===== src/rtl/cpc_pkg.sv =====
package cpc_pkg;
  typedef enum logic [1:0] {
    PS_UNDEF = 2'd0,
    PS_ON    = 2'd1,
    PS_CGATE = 2'd2,
    PS_OFF   = 2'd3
  } pwr_state_e;
endpackage


===== src/rtl/cpc_thread_track.sv =====
module cpc_thread_track #(
  parameter int N_THR = 4
) (
  input  logic             clk_i,
  input  logic             rst_ni,
  input  logic [N_THR-1:0] act_i,
  input  logic [N_THR-1:0] susp_i,
  input  logic             clear_i,
  input  logic             hold_i,
  output logic             act_any_o,
  output logic             last_susp_o,
  output logic             idle_o
);
  logic [N_THR-1:0] active_q;
  logic [N_THR-1:0] active_nx;

  for (genvar t = 0; t < N_THR; t++) begin : g_thr
    // activate wins over suspend of the same thread
    assign active_nx[t] = (active_q[t] & ~susp_i[t]) | act_i[t];
    always_ff @(posedge clk_i or negedge rst_ni) begin
      if (!rst_ni)       active_q[t] <= 1'b0;
      else if (clear_i)  active_q[t] <= 1'b0;
      else if (!hold_i)  active_q[t] <= active_nx[t];
    end
  end

  assign act_any_o   = !hold_i && (|act_i);
  assign last_susp_o = !hold_i && !clear_i && (|(active_q & susp_i)) && (active_nx == '0);
  assign idle_o      = (active_q == '0);
endmodule


===== src/rtl/cpc_gate_timer.sv =====
module cpc_gate_timer #(
  parameter int LAT_W   = 16,
  parameter int DEF_LAT = 300
) (
  input  logic             clk_i,
  input  logic             rst_ni,
  input  logic             start_i,
  input  logic             cancel_i,
  input  logic [LAT_W-1:0] lat_i,
  output logic             pend_o,
  output logic             expire_o
);
  localparam logic [LAT_W-1:0] LAT_DEF = LAT_W'(DEF_LAT);
  localparam logic [LAT_W-1:0] LAT_ONE = LAT_W'(1);

  logic [LAT_W-1:0] cnt_q;
  logic             pend_q;
  logic [LAT_W-1:0] lat_eff;

  assign lat_eff  = (lat_i == '0) ? LAT_DEF : lat_i;
  assign expire_o = pend_q && (cnt_q == LAT_ONE) && !cancel_i;
  assign pend_o   = pend_q;

  always_ff @(posedge clk_i or negedge rst_ni) begin
    if (!rst_ni) begin
      cnt_q  <= '0;
      pend_q <= 1'b0;
    end else if (cancel_i) begin
      pend_q <= 1'b0;
    end else if (start_i) begin
      cnt_q  <= lat_eff;
      pend_q <= 1'b1;
    end else if (pend_q) begin
      if (cnt_q == LAT_ONE) pend_q <= 1'b0;
      else                  cnt_q  <= cnt_q - LAT_ONE;
    end
  end
endmodule


===== src/rtl/cpc_state_fsm.sv =====
module cpc_state_fsm
  import cpc_pkg::*;
(
  input  logic       clk_i,
  input  logic       rst_ni,
  input  logic       start_off_i,
  input  logic       takeover_i,
  input  logic [1:0] takeover_state_i,
  input  logic       swout_i,
  input  logic       drain_i,
  input  logic       resume_i,
  input  logic       act_any_i,
  input  logic       last_susp_i,
  input  logic       idle_i,
  input  logic       expire_i,
  output pwr_state_e state_o,
  output logic       hold_o,
  output logic       clear_o,
  output logic       init_o,
  output logic       start_o,
  output logic       cancel_o
);
  pwr_state_e state_q, state_d;
  logic       sw_q, sw_d;
  logic       init_q;
  logic       drained_q, drained_d;

  always_comb begin
    state_d   = state_q;
    sw_d      = sw_q;
    drained_d = drained_q;
    start_o   = 1'b0;
    cancel_o  = 1'b0;
    clear_o   = 1'b0;
    if (init_q) begin
      state_d = start_off_i ? PS_OFF : PS_ON;
      sw_d    = start_off_i;
    end else if (takeover_i) begin
      state_d   = pwr_state_e'(takeover_state_i);
      sw_d      = 1'b0;
      cancel_o  = 1'b1;
      drained_d = 1'b0;
    end else if (swout_i) begin
      state_d   = PS_OFF;
      sw_d      = 1'b1;
      cancel_o  = 1'b1;
      clear_o   = 1'b1;
      drained_d = 1'b0;
    end else begin
      if (drain_i) begin
        cancel_o  = 1'b1;
        drained_d = 1'b1;
      end
      if (act_any_i) begin
        state_d  = PS_ON;
        cancel_o = 1'b1;
      end else if (last_susp_i) begin
        state_d = PS_CGATE;
        start_o = !drain_i;
      end else if (expire_i && state_q == PS_CGATE) begin
        state_d = PS_OFF;
      end else if (resume_i && drained_q && !drain_i) begin
        drained_d = 1'b0;
        start_o   = (state_q == PS_CGATE) && idle_i;
      end
    end
  end

  always_ff @(posedge clk_i or negedge rst_ni) begin
    if (!rst_ni) begin
      state_q   <= PS_UNDEF;
      sw_q      <= 1'b0;
      init_q    <= 1'b1;
      drained_q <= 1'b0;
    end else begin
      state_q   <= state_d;
      sw_q      <= sw_d;
      init_q    <= 1'b0;
      drained_q <= drained_d;
    end
  end

  assign state_o = state_q;
  assign hold_o  = sw_q || init_q;
  assign init_o  = init_q;
endmodule


===== src/rtl/core_pwr_ctrl.sv =====
module core_pwr_ctrl
  import cpc_pkg::*;
#(
  parameter int N_THR   = 4,
  parameter int LAT_W   = 16,
  parameter int DEF_LAT = 300
) (
  input  logic             clk_i,
  input  logic             rst_ni,
  input  logic             start_off_i,
  input  logic [N_THR-1:0] act_i,
  input  logic [N_THR-1:0] susp_i,
  input  logic             swout_i,
  input  logic             takeover_i,
  input  logic [1:0]       takeover_state_i,
  input  logic             drain_i,
  input  logic             resume_i,
  input  logic [LAT_W-1:0] gate_lat_i,
  output logic [1:0]       pwr_state_o,
  output logic             gate_pend_o
);
  logic       act_any, last_susp, idle, expire;
  logic       hold, clear, init, start, cancel;
  pwr_state_e state;

  cpc_thread_track #(.N_THR(N_THR)) u_track (
    .clk_i, .rst_ni, .act_i, .susp_i,
    .clear_i(clear), .hold_i(hold),
    .act_any_o(act_any), .last_susp_o(last_susp), .idle_o(idle)
  );

  cpc_gate_timer #(.LAT_W(LAT_W), .DEF_LAT(DEF_LAT)) u_timer (
    .clk_i, .rst_ni, .start_i(start), .cancel_i(cancel), .lat_i(gate_lat_i),
    .pend_o(gate_pend_o), .expire_o(expire)
  );

  cpc_state_fsm u_fsm (
    .clk_i, .rst_ni, .start_off_i, .takeover_i, .takeover_state_i,
    .swout_i, .drain_i, .resume_i,
    .act_any_i(act_any), .last_susp_i(last_susp), .idle_i(idle), .expire_i(expire),
    .state_o(state), .hold_o(hold), .clear_o(clear), .init_o(init),
    .start_o(start), .cancel_o(cancel)
  );

  assign pwr_state_o = state;
endmodule


===== config.mk =====
export PLATFORM = sky130hd
export DESIGN_NAME = core_pwr_ctrl
export DESIGN_NICKNAME = d
export VERILOG_FILES = /design/src/rtl/cpc_pkg.sv /design/src/rtl/cpc_thread_track.sv /design/src/rtl/cpc_gate_timer.sv /design/src/rtl/cpc_state_fsm.sv /design/src/rtl/core_pwr_ctrl.sv
export SDC_FILE = /design/constraint.sdc
export NUM_CORES = 1
export LEC_CHECK = 0
export ABC_CLOCK_PERIOD_IN_PS = 2700
export BUFFER_PORTS_ARGS = -buffer_cell sky130_fd_sc_hd__buf_2
export CORE_MARGIN = 2
export CORE_UTILIZATION = 53
export DETAILED_ROUTE_END_ITERATION = 16
export PLACE_DENSITY = 0.75
export SYNTH_ARGS = -nofsm -noshare
export SYNTH_HDL_FRONTEND = slang
export SYNTH_SLANG_ARGS = --single-unit

===== constraint.sdc =====
create_clock -name clk_i -period 2.7 [get_ports clk_i]
set_clock_uncertainty 0.1 [all_clocks]
set_input_delay 0.135 -clock clk_i [delete_from_list [all_inputs] [get_ports clk_i]]
set_output_delay 0.135 -clock clk_i [all_outputs]
set_load 0.01 [all_outputs]

==> results.yml <==
pwr:
  leakage_nw: 0.9401
  clockPowerShare: 0.218
  ir_drop_uv: 307.3
  combPwrFrac: 0.221
  p_seq_frac: 0.561
  p_sw_frac: 0.2833
  p_int_mw: 0.5538
  power_density_nw_per_um2: 381.9
  p_sw_mw: 0.2189
global_routing:
  grt_pass1_vias: 1585
  overflow: 0
  grt_pass1_wl_um: 6824
  grt_use_total: 0.2568
  antenna_found_initial: 0
  grt_max_degree: 27
clock_tree:
  insertion_delay_ns: 0.32
  postCtsSetupRepairBufs: 0
  path_clk_slew_ns: 0.14
  cts_sinks: 26
  cts_tree: "built"
  root_buffer: "clkbuf_4"
  htree_num_levels: 1
  numCtsBuffers: 3
  ctsLongestPathBuffers: 2
worst_setup_path:
  reg2reg_from: "u_timer.cnt_q[8]"
  critPathRequiredTime_ns: 2.82
  crit_path_start: "act_i[0]"
  end_kind: "flop"
  start_kind: "primary input"
  path_max_fanout: 18
  crit_type: "primary input to flop"
  critPathArrivalTime_ns: 2.67
routing:
  final_antenna_net_count: 0
  wl_met1_um: 1829
  drc: 0
  highest_layer: "met4"
  dr.pass1.iters: 4
  vias: 1604
  wirelength_um: 4119
  routedWlPerCell_um: 15.60
  dr_wl_met2_um: 1999
  met3WireLength_um: 211
  vias_per_cell: 6.076
  drt-initial-drc-count: 78
synthesis:
  synth_area_per_cell_um2: 9.011
  syn-cell-area_um2: 1604
  synth.area.mux_share: 0.006240
  post-synth-top-area-cell: "dfrtp_1"
  synth_ff_type: "dfrtp_1"
  synth-edff-count: 0
  ys_seq_area_frac: 0.4064
  yosys.area_share.adder: 0.01560
  synthSimpleGateAreaFrac: 0.2613
  synth-xor-area-share: 0.06006
  async_reset_ff_frac: 1.000
  synth_top_area_share: 0.3900
  synth_top_family_by_area: "simple AND/OR/NAND/NOR gates"
  synth_compound_area_frac: 0.2098
  synth_area_leaders: "dfrtp_1 39%, xnor2_1 5.5%, nor4_1 4.7%, nor2_1 4.4%, a21oi_1 4.1%"
  synth.distinct_cells: 43
  ys_warn_count: 0
  netlist_instances: 178
  ys_ff_latch: 26
  synth_fp_nets: 213
placed_design:
  place_area_um2: 1805
  hpwl_um: 2956
  port_buffers: 35
  place_congestion: 0.8633
cells_and_area:
  final_common_cell: "buf_2"
  layout-drive-gt1-share: 0.2060
  syn2layout_area_growth_pct: 26.13
  antenna_cells: 0
  nNetsFinal: 269
  final_area_um2: 2023
  layout_common_cells: "35 x buf_2, 25 x dfrtp_1, 19 x nor2_1"
floorplan:
  die_w_um: 59.02
  io_pins: 36
  initial_utilization: 0.5718
  coreArea_um2: 2805
  die_area_um2: 3483
  row_count: 19
  fp.dieH_um: 59.02
timing:
  period_needed_ns: 2.555
  min_period_over_period: 0.9464
  worstMarginPinSlew_ns: 0.5777
  slew_headroom: 0.6148
  grt_setup_unrepaired: "false"
  finalSetupViolCount: 0
  slew_viol_final: 0
  finalSetupTns_ns: 0
  fmax_ghz: 0.3913
  final-hold-violation-count: 0
flow_run:
  drv_cap: 0
outcome:
  status: "completed"
worst_hold_path:
  hp-class: "primary input to flop"
  hold_start: "gate_lat_i[8]"
[area by class of cell]
type	count	area, µm²
repair buffers	56	377.9
flip-flops and latches	26	651.9
fillers	213	782.0
well taps	31	38.79
inverters	7	26.28
clock buffers	4	26.28
multi-input cells	140	902.1
[worst paths after layout]
| check | depth (start not counted) | slack [ns] | to |
|---|---|---|---|
| max | 8 | 0.14 | u_timer.cnt_q[8] |
| min | 3 | 0.003 | u_timer.cnt_q[8] |
| max reg2reg | 7 | 0.31 | u_timer.cnt_q[10] |
| min reg2reg | 1 | 0.44 | u_fsm.drained_q |
| max in group asynchronous | 2 | 1.88 | u_track.active_q[2] |
| min in group asynchronous | 2 | 0.23 | u_timer.cnt_q[11] |
[per-layer routing]
| layer | up-vias | GRT usage |
|---|---|---|
| met5 | - | 0 |
| met4 | 0 | 0.1136 |
| met3 | 8 | 0.03275 |
| met2 | 62 | 0.4254 |
| met1 | 760 | 0.3366 |
| li1 | 774 | - |
[cell families after synthesis]
group	after synthesis
XOR/XNOR	11
other	1
adder cells (fa/ha/maj)	2
AND/OR/NAND/NOR	79
buffers and inverters	12
multiplexers	1
flip-flops	26
AO/OA/AOI/OAI	46
[registers in the layout (all words and copies together) (netlist names)]
register          count
u_fsm.init_o          1
u_track.active_q      4
u_fsm.drained_q       1
u_fsm.state_o         2
u_timer.cnt_q        16
u_fsm.sw_q            1
u_timer.pend_o        1
[power groups by stage]
stage               Sequential, mW  Clock [mW]  Combinational [mW]
floorplan                    0.435           0              0.0859
CTS                          0.432       0.174               0.167
detailed placement           0.440           0               0.146
finish                       0.433       0.169               0.171
global placement             0.439           0               0.145
global route                 0.436       0.190               0.190
[cells in the mapped netlist, types with 2 or more instances]
library cell   n
xnor2_1       10
a22o_1         7
nand3_1        5
dfrtp_1       25
and3_1         2
o21ai_0        5
nor2b_1        2
o31ai_1        5
buf_6          2
a31oi_1        3
nand2b_1       5
a21oi_1       13
ha_1           2
nor4_1        12
a21o_1         2
inv_1          7
or4_4          2
nor3_1         8
and4_1         2
nor2_1        19
nand2_1       12
nand4_1        6
clkbuf_1       2
[critical path, cell delays in order]
cell	delay, ns
dlygate4sd3_1	0.53
buf_2	0.13
or4_4	0.56
or4_4	0.60
a2bb2oi_4	0.22
buf_4	0.23
nor3_1	0.18
a21oi_1	0.06
[through the flow]
| stage | total power [mW] | setup WS [ns] | utilization | hold WS [ns] | cells |
|---|---|---|---|---|---|
| floorplan | 0.5211 | 0.6417 | - | -0.2606 | 178 |
| global placement | 0.5835 | 0.3365 | 0.6436 | 0.05861 | 242 |
| detailed placement | 0.5862 | 0.2231 | 0.6436 | 0.05617 | 242 |
| CTS | 0.7740 | 0.05342 | 0.7172 | 0.0003935 | 264 |
| global route | 0.8159 | 0.03994 | 0.7212 | 0.006390 | 264 |
| finish | 0.7727 | 0.1446 | 0.7212 | 0.002561 | 264 |
[what timing repair did]
item / 4_1_cts / 5_1_grt
hold buffers: 18 / 0
endpoints found under the hold margin: 42 / 0
setup endpoints to repair: 0 / 9
resized for setup: 0 / 1
Power figures use the tool's default switching activity.
